**src/rtl/bit_tm_pkg.sv**
```systemverilog
package bit_tm_pkg;

  typedef enum logic [1:0] {
    BOP_PROBE = 2'b00,
    BOP_FLIP  = 2'b01,
    BOP_CLR   = 2'b10,
    BOP_SET   = 2'b11
  } bop_e;

  localparam int FLG_W = 5;
  localparam int FLG_C = 0;
  localparam int FLG_V = 1;
  localparam int FLG_Z = 2;
  localparam int FLG_N = 3;
  localparam int FLG_X = 4;

  // New value of the chosen bit for a given operation and old value.
  function automatic logic bit_after(input bop_e op, input logic old_bit);
    case (op)
      BOP_FLIP: bit_after = ~old_bit;
      BOP_CLR:  bit_after = 1'b0;
      BOP_SET:  bit_after = 1'b1;
      default:  bit_after = old_bit;
    endcase
  endfunction

  // Write-back is needed for every operation except a pure probe.
  function automatic logic needs_write(input bop_e op);
    needs_write = (op != BOP_PROBE);
  endfunction

endpackage

```
**src/rtl/bit_tm_index.sv**
```systemverilog
module bit_tm_index #(
  parameter int DATA_W = 32,
  parameter int BYTE_W = 8,
  parameter int EXT_W  = 16,
  localparam int IDX_W = $clog2(DATA_W)
) (
  input  logic              num_from_ext,
  input  logic              dest_is_mem,
  input  logic [DATA_W-1:0] num_reg,
  input  logic [EXT_W-1:0]  ext_word,
  output logic [IDX_W-1:0]  bit_idx
);
  localparam logic [IDX_W-1:0] BYTE_MASK = IDX_W'(BYTE_W - 1);

  logic [IDX_W-1:0] raw_idx;

  // The modulo is a truncation: keep the low index bits only.
  assign raw_idx = num_from_ext ? ext_word[IDX_W-1:0] : num_reg[IDX_W-1:0];
  assign bit_idx = dest_is_mem ? (raw_idx & BYTE_MASK) : raw_idx;
endmodule

```
**src/rtl/bit_tm_alu.sv**
```systemverilog
module bit_tm_alu
  import bit_tm_pkg::*;
#(
  parameter int DATA_W = 32,
  parameter int BYTE_W = 8,
  localparam int IDX_W = $clog2(DATA_W)
) (
  input  logic [DATA_W-1:0] operand,
  input  logic [IDX_W-1:0]  bit_idx,
  input  logic              dest_is_mem,
  input  bop_e              op,
  output logic              tested_bit,
  output logic [DATA_W-1:0] next_word
);
  assign tested_bit = operand[bit_idx];

  for (genvar i = 0; i < DATA_W; i++) begin : g_lane
    logic in_scope;
    logic hit;
    if (i < BYTE_W) begin : g_low
      assign in_scope = 1'b1;
    end else begin : g_high
      assign in_scope = ~dest_is_mem;
    end
    assign hit          = (bit_idx == IDX_W'(i));
    assign next_word[i] = in_scope & (hit ? bit_after(op, operand[i]) : operand[i]);
  end
endmodule

```
**src/rtl/bit_tm_unit.sv**
```systemverilog
module bit_tm_unit
  import bit_tm_pkg::*;
#(
  parameter int DATA_W = 32,
  parameter int BYTE_W = 8,
  parameter int EXT_W  = 16
) (
  input  logic              clk,
  input  logic              rst_n,
  input  logic              req_valid,
  input  logic [1:0]        op_code,
  input  logic              dest_is_mem,
  input  logic              num_from_ext,
  input  logic [DATA_W-1:0] num_reg,
  input  logic [EXT_W-1:0]  ext_word,
  input  logic [DATA_W-1:0] operand,
  input  logic [4:0]        flags_in,
  output logic              rsp_valid,
  output logic [DATA_W-1:0] rsp_result,
  output logic [4:0]        rsp_flags,
  output logic              rsp_wr
);
  localparam int IDX_W = $clog2(DATA_W);

  bop_e              op;
  logic [IDX_W-1:0]  sel_idx;
  logic              tested_bit;
  logic [DATA_W-1:0] new_word;
  logic [4:0]        new_flags;

  assign op = bop_e'(op_code);

  bit_tm_index #(.DATA_W(DATA_W), .BYTE_W(BYTE_W), .EXT_W(EXT_W)) u_index (
    .num_from_ext (num_from_ext),
    .dest_is_mem  (dest_is_mem),
    .num_reg      (num_reg),
    .ext_word     (ext_word),
    .bit_idx      (sel_idx)
  );

  bit_tm_alu #(.DATA_W(DATA_W), .BYTE_W(BYTE_W)) u_alu (
    .operand     (operand),
    .bit_idx     (sel_idx),
    .dest_is_mem (dest_is_mem),
    .op          (op),
    .tested_bit  (tested_bit),
    .next_word   (new_word)
  );

  always_comb begin
    new_flags        = flags_in;
    new_flags[FLG_Z] = ~tested_bit;
  end

  always_ff @(posedge clk or negedge rst_n) begin
    if (!rst_n) begin
      rsp_valid  <= 1'b0;
      rsp_result <= '0;
      rsp_flags  <= '0;
      rsp_wr     <= 1'b0;
    end else begin
      rsp_valid <= req_valid;
      if (req_valid) begin
        rsp_result <= new_word;
        rsp_flags  <= new_flags;
        rsp_wr     <= needs_write(op);
      end
    end
  end
endmodule

```
**config.mk**
```make
export PLATFORM = sky130hd
export DESIGN_NAME = bit_tm_unit
export DESIGN_NICKNAME = d
export VERILOG_FILES = /design/src/rtl/bit_tm_pkg.sv /design/src/rtl/bit_tm_index.sv /design/src/rtl/bit_tm_alu.sv /design/src/rtl/bit_tm_unit.sv
export SDC_FILE = /design/constraint.sdc
export NUM_CORES = 1
export LEC_CHECK = 0
export BUFFER_PORTS_ARGS = -buffer_cell sky130_fd_sc_hd__buf_2
export CAP_MARGIN = 15
export CORE_AREA = 10 10 85 87
export CTS_BUF_LIST = sky130_fd_sc_hd__clkbuf_2
export DETAILED_ROUTE_END_ITERATION = 16
export DIE_AREA = 0 0 95 97
export GPL_TIMING_DRIVEN = 0
export PLACE_DENSITY = 0.86
export RECOVER_POWER = 100
export SYNTH_ARGS = -nofsm -noshare
export SYNTH_HDL_FRONTEND = slang
export SYNTH_SLANG_ARGS = --single-unit
```
**constraint.sdc**
```tcl
create_clock -name clk -period 1.1 [get_ports clk]
set_input_delay 0.11 -clock clk [delete_from_list [all_inputs] [get_ports clk]]
set_output_delay 0.11 -clock clk [all_outputs]
set_load 0.1 [all_outputs]
```
==> impl_results.md <==
* Status: complete, but fails checks
* Failing checks: setup timing
* Area post-placement at 3460 um^2
* Antenna diodes at 0
* CP delay by family, top: simple AND/OR/NAND/NOR gates
* Die area at 9220 um^2
* WL/cell at 20.7 um
* Startpoint types: input port
* Gp weighted congestion at 0.941
* Largest net degree at the start of global routing at 40
* I/O Pins at 131
* Num CTS Buffers at 5
* Synthesized area at 2840 um^2
* Row count at 27
* Seq/Total Area, Yosys at 34.3%
* Register-to-Register Path Depth at 3
* Worst path cell trace: buf_6, or3b_1, buf_6, a21oi_2, nor4_2, o221ai_1, o22ai_1, nor2_1
* DRC marker count from the first detailed-route iteration at 243
* R2r setup slk at 0.19 ns
* Fraction of layout instances using a drive strength above 1 at 40.6%
* Synthesized net count at 435
* WP data arrival at 1.64 ns
* Power Density at 1130 nW/um^2
* Rel. slew slack at 33.6%
* Tcrit/Tclk final at 115%
* Avg Cell Area, Syn at 8.28 um^2
* Die height at 97 um
* Largest cells by area after synthesis: dfrtp_1 34%, o21ai_0 9.0%, o31a_1 7.4%
* Largest area contributor in the netlist: dfrtp_1
* PnR worst setup slack at -0.166 ns
* Mapped Cells at 343
* Fillers at 303
* Starting density of the core at 51.9%
* Ys Warns at 0
* MaxCap Viol Count at 0
* H-tree Lvls at 2
* Fmax at 790 MHz
* Final Slew Violations at 0
* Pleak at 1.96 nW
* Routed Antenna Nets at 0
* Initial antenna violation count at 1
* WL final at 11200 um
* R2R Path Start: rsp_flags[2]
* RSZ-0062 raised after global routing: true
* Crit path from: num_from_ext
* Critical path's largest stage delay at 0.45 ns
* Buffer and inverter count on the worst path at 2
* Total track usage at 22.0%
* EDFF count, synth at 0
* CP endpoint kind: register
* Post-synthesis async set-or-reset flop share at 100%
* Setup violators final at 43
* Vias at 3311
* Worst Skew at 0 ns
* Reg clk slew, reported paths at 0.21 ns
* CP Class: in2reg
* Nets at 559
* Top_reg_cell synth: dfrtp_1
* Critical Path Most Common Cell: buf_6
* Layout area overhead at 62.4%
* Clock root cell: clkbuf_2
* CORE AREA at 5470 um^2
* Setup TNS at -4.61 ns
* Distinct cells, synth at 40
* Worst r2r dst: rsp_flags[2]
* IO buf count at 90
* Post-route cell area at 4610 um^2
* Slowest-stage cell, CP: nor4_2
* Crit path time final at 1.27 ns
* Levels on crit path at 8
* Hold Fails Final Rpt at 0
* Total congestion overflow at 0
* Worst Hold Class: in2reg
* Yosys reg bits at 39
* Crit-path max FO at 6
* Final hold slack at 0.000396 ns
* Later-pin clock latency in the skew report at 0.45 ns
* Worst Setup EP: rsp_flags[2]
* Top cell type's share of synthesized area at 34.3%
* Worst endpoint required time at 1.47 ns
* 1st-pass router iterations at 5
* VDD IR-drop max at 1030 uV
* Worst Max-Slew Pin Slew at 0.996 ns
* CTS max path bufs at 2
* TritonCTS clock tree: done
* Chip width at 95 um
* DRC at 0
* Wire length of the first global-routing pass at 16600 um
* Vias/cell at 6.13
* DP Wirelength at 7100 um
* # clock sinks at 39
* Vias in the first global route at 3389
-- flip-flops by register name, indices dropped and copies added, names as in the netlist --
register	count
rsp_result	32
rsp_valid	1
rsp_wr	1
rsp_flags	5
-- power breakdown --
| group | internal (mW) | switching, mW |
|---|---|---|
| Combinational | 1.06 | 1.72 |
| Clock | 0.150 | 0.577 |
| Sequential | 1.57 | 0.149 |
-- metal layers --
metal / vias up / GRT usage, % / wire [um]
met5: - / 0 / 13
met4: 2 / 6.98 / 377
met3: 40 / 9.64 / 1420
met1: 1560 / 25.5 / 4170
met2: 222 / 35.5 / 5190
li1: 1487 / - / -
-- cell usage in the layout (no fill, tap or decap), types with 4 or more instances in the layout --
cell type	instances
o22ai_2	4
nor3_1	8
buf_6	11
mux2_2	4
nor2_1	6
a21oi_1	10
o21ai_2	4
o21ai_1	35
a21oi_2	5
nand3b_1	5
o22ai_1	22
clkbuf_2	11
a21oi_4	4
buf_2	45
o31ai_1	7
clkbuf_1	9
o31a_1	24
nor2b_1	25
nand2_1	5
dlygate4sd3_1	6
mux2i_1	6
o21ai_0	18
inv_1	43
buf_12	40
buf_4	17
dfrtp_2	5
dfrtp_1	34
nand2_2	5
-- worst register-to-register path, cell delays in order (launching register included) --
cell	delay, ns
dfrtp_1	0.47
buf_4	0.15
o22ai_1	0.15
nor2_1	0.05
-- cells by family (layout without fill, tap and decap cells) --
| family | count (synthesis) | in the layout | synth area share (%) |
|---|---|---|---|
| buffers and inverters | 68 | 193 | 10.3 |
| multiplexers | 14 | 14 | 6.12 |
| AND/OR/NAND/NOR | 73 | 73 | 14.6 |
| flip-flops | 39 | 39 | 34.3 |
| AO/OA/AOI/OAI | 149 | 149 | 34.7 |
-- synth_stat cells (7+ instances only) --
cell type / number
a21oi_1: 18
clkbuf_1: 16
dfrtp_1: 39
inv_1: 43
mux2i_1: 7
nand2_1: 12
nor2_1: 7
nor2b_1: 25
nor3_1: 8
o21ai_0: 51
o21ai_1: 8
o22ai_1: 24
o31a_1: 24
o31ai_1: 8
-- worst min path at each step --
stage                    endpoint        from  cells after the start
floorplan            rsp_flags[0]       rst_n                      0
global placement    rsp_result[2]       rst_n                      1
detailed placement  rsp_result[3]       rst_n                      1
CTS                 rsp_result[2]  operand[2]                      5
global route        rsp_result[1]  operand[1]                      5
finish              rsp_result[1]  operand[1]                      5
-- stage by stage --
stage / worst slack [ns] / total power [mW] / utilization, % / cells
floorplan: -0.424 / 3.26 / - / 343
global placement: -0.587 / 3.69 / 63.2 / 505
detailed placement: -0.678 / 3.73 / 63.2 / 505
CTS: -0.111 / 4.96 / 77.8 / 529
global route: -0.212 / 5.41 / 84.3 / 540
finish: -0.166 / 5.22 / 84.3 / 540
-- cell type report --
type / count / area [um^2] / share of cell area [%]
Sequential cell: 39 / 982 / 21.3
Tap cell: 72 / 90.1 / 1.95
Timing Repair Buffer: 122 / 1380 / 30.0
Inverter: 43 / 161 / 3.50
Clock buffer: 5 / 25.0 / 0.542
Clock inverter: 3 / 20.0 / 0.434
Multi-Input combinational cell: 236 / 1820 / 39.4
Buffer: 20 / 135 / 2.93
-- what timing repair did --
| item | in CTS | in global routing |
|---|---|---|
| gates cloned | 0 | 2 |
| resized for setup | 172 | 67 |
| pin swaps | 11 | 22 |
| setup endpoints to repair | 65 | 68 |
| endpoints found under the hold margin | 44 | 0 |
| hold buffers | 6 | 0 |
| buffers inserted | 14 | 10 |
Power figures use the tool's default switching activity.
